### config.mk
export PLATFORM = sky130hd
export DESIGN_NAME = pwr_access_gate
export DESIGN_NICKNAME = d
export VERILOG_FILES = /design/src/rtl/pwr_gate_pkg.sv /design/src/rtl/pg_uptime_counter.sv /design/src/rtl/pg_req_hold.sv /design/src/rtl/pg_once_pulse.sv /design/src/rtl/pwr_access_gate.sv
export SDC_FILE = /design/constraint.sdc
export NUM_CORES = 1
export LEC_CHECK = 0
export BUFFER_PORTS_ARGS = -buffer_cell sky130_fd_sc_hd__buf_2
export CAP_MARGIN = 0
export CORE_MARGIN = 8
export CORE_UTILIZATION = 30
export DETAILED_ROUTE_END_ITERATION = 16
export HOLD_SLACK_MARGIN = 0.06
export PLACE_DENSITY_LB_ADDON = 0.05
export SETUP_SLACK_MARGIN = 0.1
export SLEW_MARGIN = 15
export SYNTH_ARGS = -nofsm -noshare
export SYNTH_HDL_FRONTEND = slang
export SYNTH_SLANG_ARGS = --single-unit
### constraint.sdc
create_clock -name clk -period 2.2 [get_ports clk]
set_input_delay 0.44 -clock clk [delete_from_list [all_inputs] [get_ports clk]]
set_output_delay 0.44 -clock clk [all_outputs]
set_load 0.01 [all_outputs]
### src/rtl/pwr_gate_pkg.sv
package pwr_gate_pkg;

  // Whole clock cycles covering a wait of ns nanoseconds at hz, rounded up, never zero.
  function automatic longint unsigned wait_cycles(input longint unsigned ns,
                                                  input longint unsigned hz);
    longint unsigned c;
    c = (ns * hz + 64'd999_999_999) / 64'd1_000_000_000;
    return (c == 64'd0) ? 64'd1 : c;
  endfunction

  // Number of request classes handled by the hold stages: 0 = read, 1 = program/erase.
  localparam int unsigned NUM_CLASSES = 2;

endpackage

### src/rtl/pg_uptime_counter.sv
module pg_uptime_counter #(
  parameter int unsigned CNT_W = 8,
  parameter logic [CNT_W-1:0] RD_LIM = 1,
  parameter logic [CNT_W-1:0] PE_LIM = 2
) (
  input  logic clk,
  input  logic rst_n,
  input  logic supply_ok,
  output logic rd_ok,
  output logic pe_ok
);
  logic [CNT_W-1:0] up_cnt;

  // Count edges that see the supply valid; saturate at the longer limit.
  always_ff @(posedge clk or negedge rst_n) begin
    if (!rst_n)              up_cnt <= '0;
    else if (!supply_ok)     up_cnt <= '0;
    else if (up_cnt != PE_LIM) up_cnt <= up_cnt + CNT_W'(1);
  end

  // Gated by supply_ok so that a drop clears permission without a clock delay.
  assign rd_ok = supply_ok && (up_cnt >= RD_LIM);
  assign pe_ok = supply_ok && (up_cnt >= PE_LIM);
endmodule

### src/rtl/pg_req_hold.sv
module pg_req_hold (
  input  logic clk,
  input  logic rst_n,
  input  logic supply_ok,
  input  logic grant,
  input  logic req,
  output logic issue,
  output logic pending
);
  logic want;
  assign want = pending || req;

  always_ff @(posedge clk or negedge rst_n) begin
    if (!rst_n) begin
      issue   <= 1'b0;
      pending <= 1'b0;
    end else begin
      issue   <= grant && want;
      pending <= supply_ok && !grant && want;
    end
  end
endmodule

### src/rtl/pg_once_pulse.sv
module pg_once_pulse (
  input  logic clk,
  input  logic rst_n,
  input  logic level,
  output logic pulse
);
  logic seen;

  always_ff @(posedge clk or negedge rst_n) begin
    if (!rst_n) begin
      seen  <= 1'b0;
      pulse <= 1'b0;
    end else begin
      seen  <= level;
      pulse <= level && !seen;
    end
  end
endmodule

### src/rtl/pwr_access_gate.sv
module pwr_access_gate
  import pwr_gate_pkg::*;
#(
  parameter longint unsigned CLK_HZ     = 64'd125_000_000,
  parameter longint unsigned RD_WAIT_NS = 64'd85_000,
  parameter longint unsigned PE_WAIT_NS = 64'd3_000_000
) (
  input  logic clk,
  input  logic rst_n,
  input  logic supply_ok,
  input  logic rd_req,
  input  logic pe_req,
  output logic rd_ok,
  output logic pe_ok,
  output logic rd_issue,
  output logic pe_issue,
  output logic done
);
  localparam longint unsigned RD_CYC = wait_cycles(RD_WAIT_NS, CLK_HZ);
  localparam longint unsigned PE_CYC = wait_cycles(PE_WAIT_NS, CLK_HZ);
  localparam int unsigned     CNT_W  = $clog2(PE_CYC + 64'd1);
  localparam logic [CNT_W-1:0] RD_LIM = CNT_W'(RD_CYC);
  localparam logic [CNT_W-1:0] PE_LIM = CNT_W'(PE_CYC);

  // Named internal events, observed by the bound checker.
  logic [NUM_CLASSES-1:0] grant_v;
  logic [NUM_CLASSES-1:0] req_v;
  logic [NUM_CLASSES-1:0] issue_v;
  logic [NUM_CLASSES-1:0] pend_v;

  pg_uptime_counter #(
    .CNT_W (CNT_W),
    .RD_LIM(RD_LIM),
    .PE_LIM(PE_LIM)
  ) u_uptime (
    .clk      (clk),
    .rst_n    (rst_n),
    .supply_ok(supply_ok),
    .rd_ok    (rd_ok),
    .pe_ok    (pe_ok)
  );

  assign grant_v = {pe_ok, rd_ok};
  assign req_v   = {pe_req, rd_req};

  for (genvar i = 0; i < NUM_CLASSES; i++) begin : g_hold
    pg_req_hold u_hold (
      .clk      (clk),
      .rst_n    (rst_n),
      .supply_ok(supply_ok),
      .grant    (grant_v[i]),
      .req      (req_v[i]),
      .issue    (issue_v[i]),
      .pending  (pend_v[i])
    );
  end

  assign rd_issue = issue_v[0];
  assign pe_issue = issue_v[1];

  pg_once_pulse u_done (
    .clk  (clk),
    .rst_n(rst_n),
    .level(pe_ok),
    .pulse(done)
  );
endmodule

* Word level (Yosys, flattened, before mapping)
Index checks and enable logic that the tools add are counted.
** Cells by class
- Muxes and demuxes :: 2
- Reductions and logical operators :: 14
- Add/sub/neg operators :: 1
- Equal/unequal tests :: 2
- Magnitude comparators :: 2
** Operators with widths (number)
- $mux 19 :: 2
- $add 19x1->19 const B :: 1
- $ge 19x14->1 const B :: 1
- $ge 19x19->1 const B :: 1
- $ne 19x19->1 const B :: 1
- $logic_and 1x1->1 :: 9
- $logic_not 1->1 :: 3
- $logic_or 1x1->1 :: 2
- $ne 2x1->1 const B :: 1
** Storage, ports and cells
- Bits in registers :: 25

* Longest topological paths before layout
Gate-level depths: netlist of run 1.
- Depth after elaboration :: 5
- Depth in mapped cells :: 6
- Depth with buffers taken out :: 6

* By module
From an unflattened synthesis of run 1, not the netlist that was laid out.
** Second synthesis, totals
- Cells, all modules :: 149
- Area total of the unflattened synthesis :: 1396.3 um^2
** Modules (own cells, without submodules)
- pg_uptime_counter :: instances 1, cells each 136, area an instance 1187.4 um^2, sequential area each 475.5 um^2
- pg_req_hold :: instances 2, cells each 5, area an instance 72.6 um^2, sequential area each 50.0 um^2
- pg_once_pulse :: instances 1, cells each 3, area an instance 63.8 um^2, sequential area each 50.0 um^2

* Least setup slack after synthesis of run 1
Ideal clock, no wire load.
- Path kind :: flip-flop to output port
- Start :: reg u_uptime.up_cnt[1]
- End :: out rd_ok
- Slack :: 0.062 ns
- Required time :: 1.760 ns
- Stages on the path, launching flop included :: 7
- Arrival :: 1.698 ns
- Cell sequence :: dfrtp_1 > inv_1 > ha_1 > or3b_2 > nor4_1 > a211oi_2 > nor2_1
** Between the ends
- Cells in the longest elaborated chain, start to end :: 2
** RTL lines
- start, declared :: line pg_uptime_counter.sv:12 : logic [CNT_W-1:0] up_cnt;
- start signal, assigned :: line pg_uptime_counter.sv:18 : else if (up_cnt != PE_LIM) up_cnt <= up_cnt + CNT_W'(1);
- $ge 19x14->1 :: line pg_uptime_counter.sv:22 : assign rd_ok = supply_ok && (up_cnt >= RD_LIM);
- $logic_and 1x1->1 :: line pg_uptime_counter.sv:22
- end, declared :: line pwr_access_gate.sv:13 : output logic rd_ok,
Every way passes these cells.

* Final worst setup path of run 1
- Start :: reg u_uptime.up_cnt[6]
- End :: out rd_ok
Same word-level chain as after synthesis.

==> results, run 1 <==
- At the pin with the least slew margin, the transition time is 0.6096 ns.
- Leaving out fill and tap cells, the most frequent cell in the layout is dfrtp_1.
- The height of the die is 84.07 um.
- The number of buffers inserted by port buffering is 9.
- The number of buffers inserted by hold repair at cts is 0.
- Synthesis produced a netlist with a net count of 156.
- In this run the horizontal extent of the chip is 84.07 um.
- After layout, the minimum clock period comes to 2.504 ns.
- CTS built an H-tree with a depth of 1.
- In the layout the commonest cells are 24 x dfrtp_1, 23 x buf_4, 22 x nor2_1.
- The number of sinks on the clock net is 25.
- The number of vias per cell is about 5.0.
- The buffers plus inverters on the worst setup path is 1.
- The floorplan step defined a core boundary enclosing about 0.0044 mm^2.
- The path type of the worst setup path is reg2out.
- The setup-violating endpoint count in the final report is 1.
- The most used flip-flop cell after synthesis is dfrtp_1.
- The number of library cell types mapped by synthesis is 38.
- The critical path's slowest cell is or4_4.
- The data arrival time of the worst path is 2.06 ns.
- The kind of start point of the critical path is a flip-flop.
- At the end of the flow, the number of nets in the layout was roughly 190.
- The max-cap check violation count is 0.
- The first global-routing pass estimated 5616 um of wire.
- The total of flip-flops plus latches after synthesis is 25.
- Final hold analysis gives a worst-case slack of around 0.17 ns.
- After layout, the worst setup slack is -0.3040 ns.
- The filler cells instantiated in the layout total 473.
- The final number of hold-violating endpoints came to 0.
- The worst-path maximum fanout is 2.
- The worst path uses 113.8% of the clock period.
- The global-route track usage on met1 is between 10% and 20%.
- The highest clock frequency the design can meet is 0.3994 GHz.
- The kind of end point of the critical path is an output pin.
- The largest area contributor in the synthesized netlist is dfrtp_1.
- After clock tree synthesis, the clock-pin slew on the worst setup and hold paths is 0.09 ns.
- The post-detailed-route DRC marker count is 0.
- The per-cell routed wire length is 14.94 um.
- In this run the tightest slew margin relative to its limit is slightly below 60%.
- The clock root buffer master is clkbuf_8.
- Grouping stages by cell kind, the critical path spends the most delay in simple AND/OR/NAND/NOR gates.
- The first-pass detailed-route iteration total is 4.
- For this run the aggregate overflow at the end of global routing stands at 0.
- The cell type with the highest occurrence count on the critical path is or4_4.
- Global routing consumed, over all layers together, slightly below 10% of the routing resources.
- For this run, the number of Yosys warnings is 0.
- No sink is reached through more buffers than the 2 on the longest clock path.
- The number of buffers created by CTS is 3.
- The clock arrives with ~0.0038 ns of skew.
- Setup repair after global routing could not meet its margin everywhere.
- The type of the tightest min-delay check is in2async.
- After synthesis the cells add up to 0.001390 mm^2.
- The portion of synthesized cell area occupied by the leading cell type is 45.00%.
- Once layout is done, the placed cells without fillers occupy 0.001713 mm^2.
- The final reports fail on setup timing.
- The largest single stage delay on the critical path is 0.54 ns.
- The number of antenna violations at the first check in global routing came to 0.
- For this run, the register share of the synthesized area comes to 45.00%.
- The count of inserted antenna diode cells is 0.
- The initial detailed-routing violation count is 92.
- The die area is 0.007068 mm^2.
- The average instance in the mapped netlist occupies 9.392 um^2.
- The number of global-route vias before repair is 1,185.
- The starting density of the core is a little under a third.
- Buffers added to address setup during post-CTS repair amount to 0.
- The run finished, with violations left.
- The fraction of layout instances using a drive strength above 1 is 27.27%.
- For this design the static power due to leakage is 0.0007353 uW.
- Entering global routing, the biggest net connects 26 pins.
- The total number of vias is approximately 1.1k.
- The number of pins exceeding their max-slew limit in the final report was 0.
- TritonCTS built the clock tree.
- Walking the worst path, the cells encountered are or4_4 -> or4_4 -> a211oi_4 -> nor2_1 -> buf_2.
- In this run the cell area measured after placement is 0.001640 mm^2.
- Yosys attributes the largest share of cell area to dfrtp_1 45%, nor2_1 5.9%, xnor2_1 5.7%.
- The fraction of registers with async set or reset after synthesis is 100.0%.
- The global-route met3 utilization is 2.832%.
- The weighted congestion reported at the end of routability-driven placement is around 0.74.
- The number of standard-cell rows in the floorplan is 24.
- Summed over all layers, the routed wires come to 3406 um.
- The final core area utilization is 38.80%.
- The gate count of the mapped netlist is 148.
- The detailed placement HPWL is 2520 um.
- 10 I/O pins were placed.
- Dividing total power by cell area gives a power density of 482.7 mW/mm^2.
- The later-pin clock latency in the skew report is 0.27 ns.
- The overall power of the completed layout is 826.9 uW.
- Compared with the post-synthesis result, the final layout area differs by 23.22%.
- The required arrival time at the worst endpoint is 1.76 ns.
- The synthesized design contains 0 enable-type register cells.
- The layer carrying the most global-route usage is met2.
- IR analysis of the VDD net gives a maximum drop of 0.0002733 V.
- Once detail routing completed, the nets flagged for antenna violations numbered 0.
- In the global route stage, met2 resource usage came out at between 15 and 20%.
==> kinds of logic after synthesis <==
family                   Yosys count  synth area share [%]
AO/OA/AOI/OAI                     17                 9.000
adder cells (fa/ha/maj)            3                 2.701
XOR/XNOR                          12                 7.561
buffers and inverters             14                 4.410
multiplexers                       3                 2.160
flip-flops                        25                 45.00
AND/OR/NAND/NOR                   74                 29.17
==> area by class of cell <==
cell class	count	area, um^2	share of cell area, %
flip-flops and latches	25	626.9	36.60
repair buffers	32	217.7	12.71
inverters	6	22.52	1.315
multi-input cells	109	735.7	42.95
well taps	52	65.06	3.798
clock buffers	4	45.04	2.630
==> synthesized netlist by cell type, types with 2 or more instances <==
library cell,n
nand4_1,6
nor3_1,4
nand2_1,10
o21ai_0,3
xor2_1,3
nor4_2,2
nor4_1,6
nor2_1,22
or4_4,2
mux2i_1,3
and4_1,2
ha_1,3
nand2b_1,3
a21oi_1,5
xnor2_1,9
inv_1,5
nand3_1,10
dfrtp_1,25
clkbuf_1,6
==> state kept, by name (all words and copies together) (netlist names) <==
signal	count
g_hold.u_hold.issue	2
g_hold.u_hold.pending	2
u_done.pulse	1
u_done.seen	1
u_uptime.up_cnt	19
==> metal layers <==
layer / wire (um) / vias to the layer above
met5: 0 / -
met4: 25 / 0
met3: 113 / 2
met2: 1638 / 18
met1: 1629 / 552
li1: - / 576
==> report_power, final <==
group	internal (uW)	switching (uW)	total [uW]
clock network	130	149	278
registers	466	3.21	469
logic	35.5	44.0	79.5
total	631	196	827
==> worst register-to-register path: stages, from the launching register on <==
cell	delay, ns
dfrtp_1	0.39
or4_4	0.54
or4_4	0.46
buf_4	0.16
a2111oi_2	0.28
==> worst paths after layout <==
| kind | slack [ns] | end | depth (start not counted) | startpoint |
|---|---|---|---|---|
| hold / removal | 0.17 | u_uptime.up_cnt[9] | 1 | rst_n |
| setup reg to reg | 0.28 | g_hold[0].u_hold.pending | 4 | u_uptime.up_cnt[6] |
| min in group clk | 0.41 | u_done.pulse | 1 | u_done.seen |
| setup / recovery | -0.30 | rd_ok | 5 | u_uptime.up_cnt[6] |
| hold reg to reg | 0.41 | u_done.pulse | 1 | u_done.seen |
| max in group asynchronous | 1.60 | u_uptime.up_cnt[15] | 1 | rst_n |
==> stage by stage <==
stage,instances,setup slack [ns],setup TNS (ns)
5_1_grt,228,-0.3893,-0.3893
3_5_place_dp,224,-0.009567,-0.009567
2_1_floorplan,148,0.06440,0
4_1_cts,228,-0.3260,-0.3260
3_3_place_gp,224,0.01675,0
6_report,228,-0.3040,-0.3040
==> repair_timing <==
item	in CTS	in global routing
pin swaps	1	1
setup endpoints to repair	2	2
gates resized for setup	1	5
No activity file was read; power rests on OpenSTA's default activity.
==> inputs of run 2 (changes only) <==
--- a/config.mk
+++ b/config.mk
@@ -12,6 +12,7 @@
 export DETAILED_ROUTE_END_ITERATION = 16
 export HOLD_SLACK_MARGIN = 0.06
 export PLACE_DENSITY_LB_ADDON = 0.05
+export RECOVER_POWER = 50
 export SETUP_SLACK_MARGIN = 0.1
 export SLEW_MARGIN = 15
 export SYNTH_ARGS = -nofsm -noshare
==> results, run 2 (synthesized netlist as in run 1, its figures left out) <==
- The largest registers in the layout are u_uptime.up_cnt: 19 flops, g_hold.u_hold.issue: 2 flops, g_hold.u_hold.pending: 2 flops.
- The number of standard cells in the layout, taps in and fillers out is 228.
- Traced cell by cell, the critical path runs through or4_4 -> or4_4 -> a211oi_4 -> nor2_1 -> buf_2.
- The horizontal die dimension is between 80 and 90 um.
- The height of the die is 84.07 um.
- The number of global-route vias before repair was 1,185.
- The worst register-to-register path ends at g_hold[0].u_hold.pending.
- The flow ran to the end, but the final reports show violations.
- The first-pass detailed-route iteration total is 4.
- Row generation in the floorplan step produced 24 rows.
- The overall power of the completed layout is 826.2 uW.
- The detailed placement HPWL is around 2500 um.
- The fill cell total of the finished layout is 472.
- The later-pin clock latency in the skew report is 0.27 ns.
- After detailed routing, the average wire length per cell comes to 14.94 um.
- The worst-path maximum fanout is 2.
- The total number of vias is around 1.2k.
- Between clock sinks in the finished design, the worst skew comes to 0.003872 ns.
- The buffers plus inverters on the worst setup path is 1.
- The number of pins exceeding their max-slew limit in the final report is 0.
- The final worst slack is -0.3047 ns.
- The internal power summed over all cells is ~630 uW.
- The leftover overflow at the end of global routing is 0.
- Setup violations remaining at the end of the flow were counted as 1.
- Among cell families on the critical path, the largest total delay comes from simple AND/OR/NAND/NOR gates.
- Counting tap cells, the placed design contains a total of 224 instances.
- The register ranked first by flip-flop count is u_uptime.up_cnt.
- The final number of hold-violating endpoints came to 0.
- The path type of the worst setup path is reg2out.
- The global routing usage summed across all routing layers is 9.861%.
- 0 antenna diodes ended up in the layout.
- The congestion estimate from routability-driven global placement came to ~0.74.
- The final clock period utilization by the worst path is 113.9%.
- The pin count of the biggest net entering global routing is 26.
- The switching power is 196.3 uW.
- The count of nets left with antenna violations once routing finished came out at 0.
- Data on the critical path arrives at its endpoint at 2.06 ns.
- The floorplan step defined a die boundary enclosing 0.007068 mm^2.
- The number of antenna violations at the first check in global routing is 0.
- The headroom to the max-slew limit is 2.989%.
- The number of sinks on the clock net is 25.
- Based on the critical path, the design can be clocked at up to 0.3992 GHz.
- The kind of start point of the critical path is a flip-flop.
- The number of cells on the worst reg-to-reg path is 4.
- The worst path in the final design needs a cycle of 2.505 ns, including I/O delays and setup.
- The post-detailed-route DRC marker count is 0.
- In this run the most critical hold path is launched from u_done.seen.
- After floorplanning, the core was sized to cover 0.004414 mm^2.
- The fraction of layout instances using a drive strength above 1 is a little over a quarter.
- The starting density of the core is 31.49%.
- IR analysis of the VDD net gives a maximum drop of 0.0002743 V.
- Of the total power, combinational logic draws a little under a tenth.
- The stage delay of the slowest cell on the critical path is around 0.54 ns.
- Among the stages of the critical path, the cell type that occurs most often is or4_4.
- The commonest non-fill, non-tap cell in the layout is dfrtp_1.
- For this design, the CTS-stage hold fixing added 0 buffers.
- The sequential cell fraction of total power is 56.8%.
- In this run switching power makes up 23.76% of total power.
- The setup TNS after final layout is -0.3047 ns.
- The library cells used most frequently in the layout, excluding fill and tap cells, are 24 x dfrtp_1, 22 x nor2_1, 22 x buf_4.
- The checks that failed: setup timing.
- CTS placed an instance of clkbuf_8 at the clock tree root.
- The wire length after detailed routing is 3407 um.
- The clock-pin transition on the worst setup and hold timing paths is around 0.090 ns.
- During placement, the flow inserted port buffers numbering 9.
- CTS built an H-tree with a depth of 1.
- Counting instances, the worst hold path has a depth of 1.
- The clock share of power is 33.8%.
- The first global-routing pass estimated 5616 um of wire.
- The initial detailed-routing violation count is 76.
- In this run the critical register-to-register path is launched from u_uptime.up_cnt[6].
- The post-CTS setup-driven buffer insertion count is 0.
- Compared with the post-synthesis result, the final layout area differs by 22.86%.
- For this design the static power due to leakage is 0.0007283 uW.
- The tool flagged a number of max-cap violations equal to 0.
- The worst-case hold path end point is u_done.pulse.
- Setup repair after global routing could not meet its margin everywhere.
- The net count of the finished layout is 185.
- No sink is reached through more buffers than the 2 on the longest clock path.
- STA classifies the critical path endpoint as an output pin.
- TritonCTS built the clock tree.
- The slowest stage of the critical path is the or4_4 cell.
- The worst hold path belongs to the class reg2reg.
- The flip-flop count of the largest register, all copies and words added is 19.
- The number of buffers created by CTS is 3.
- The internal reg-to-reg setup slack is 0.28 ns.
- The required arrival time at the worst endpoint is 1.76 ns.
- The transition time of the tightest slew-check pin is roughly 1.5 ns.
- The number of vias per cell is 5.053.
- During I/O placement, the number of pins put on the boundary was 10.
- For this design the ratio of total power to cell area is 483.7 mW/mm^2.
## run 2: cell types whose count changed in the layout (fill, tap and decap cells not counted)
cell      previous run  this run
buf_2                9         8
buf_4               23        22
clkbuf_1             1         3
## run 2: worst reg2reg max path, stage by stage, from the launching register on
cell and delay (ns):
dfrtp_1 0.39, or4_4 0.54, or4_4 0.46, buf_4 0.16, a2111oi_2 0.28
## run 2: final cells by class
class                           instances  area [um^2]  area share, %
Clock buffer                            4        45.04          2.637
Inverter                                6        22.52          1.319
Multi-Input combinational cell        109        735.7          43.08
Sequential cell                        25        626.9          36.70
Tap cell                               52        65.06          3.810
Timing Repair Buffer                   32        212.7          12.45
## run 2: routing by layer
layer	vias to the layer above	part of all wire [%]	track usage, %
met3	2	4.0	2.832
met2	22	49	15.88
met4	0	0.73	2.355
met5	-	0	0
met1	552	47	12.53
li1	576	-	-
## run 2: per-stage QoR
| step | instance area, um^2 | setup WS, ns | util [%] | hold slack (ns) |
|---|---|---|---|---|
| CTS | 1690 | -0.3260 | 38.29 | 0.1909 |
| finish | 1708 | -0.3047 | 38.69 | 0.4090 |
| global placement | 1640 | 0.01675 | 37.16 | 0.3920 |
| detailed placement | 1640 | -0.009567 | 37.16 | 0.4034 |
| global route | 1708 | -0.3893 | 38.69 | 0.4243 |
| floorplan | 1396 | 0.06440 | - | 0.1444 |
## run 2: power groups by stage
stage	registers, uW	clock network [uW]	logic, uW
after floorplan	480	0	38.1
final	469	279	78.2
after detailed placement	478	0	80.9
after CTS	469	299	80.9
after global routing	470	311	89.8
after global placement	478	0	78.1
## run 2: worst max path at each step
| stage | from | end | slack, ns | cells past startpoint |
|---|---|---|---|---|
| global route | u_uptime.up_cnt[6] | rd_ok | -0.39 | 5 |
| finish | u_uptime.up_cnt[6] | rd_ok | -0.30 | 5 |
| floorplan | u_uptime.up_cnt[3] | rd_ok | 0.06 | 5 |
| global placement | u_uptime.up_cnt[6] | rd_ok | 0.02 | 5 |
| detailed placement | u_uptime.up_cnt[6] | rd_ok | -0.01 | 5 |
| CTS | u_uptime.up_cnt[6] | rd_ok | -0.33 | 5 |
## run 2: what timing repair did
item                                    in CTS  in global routing
cloned                                       0                  0
endpoints found under the hold margin        0                  0
gates resized for setup                      1                  5
pin swaps                                    1                  1
endpoints found under the setup margin       2                  2
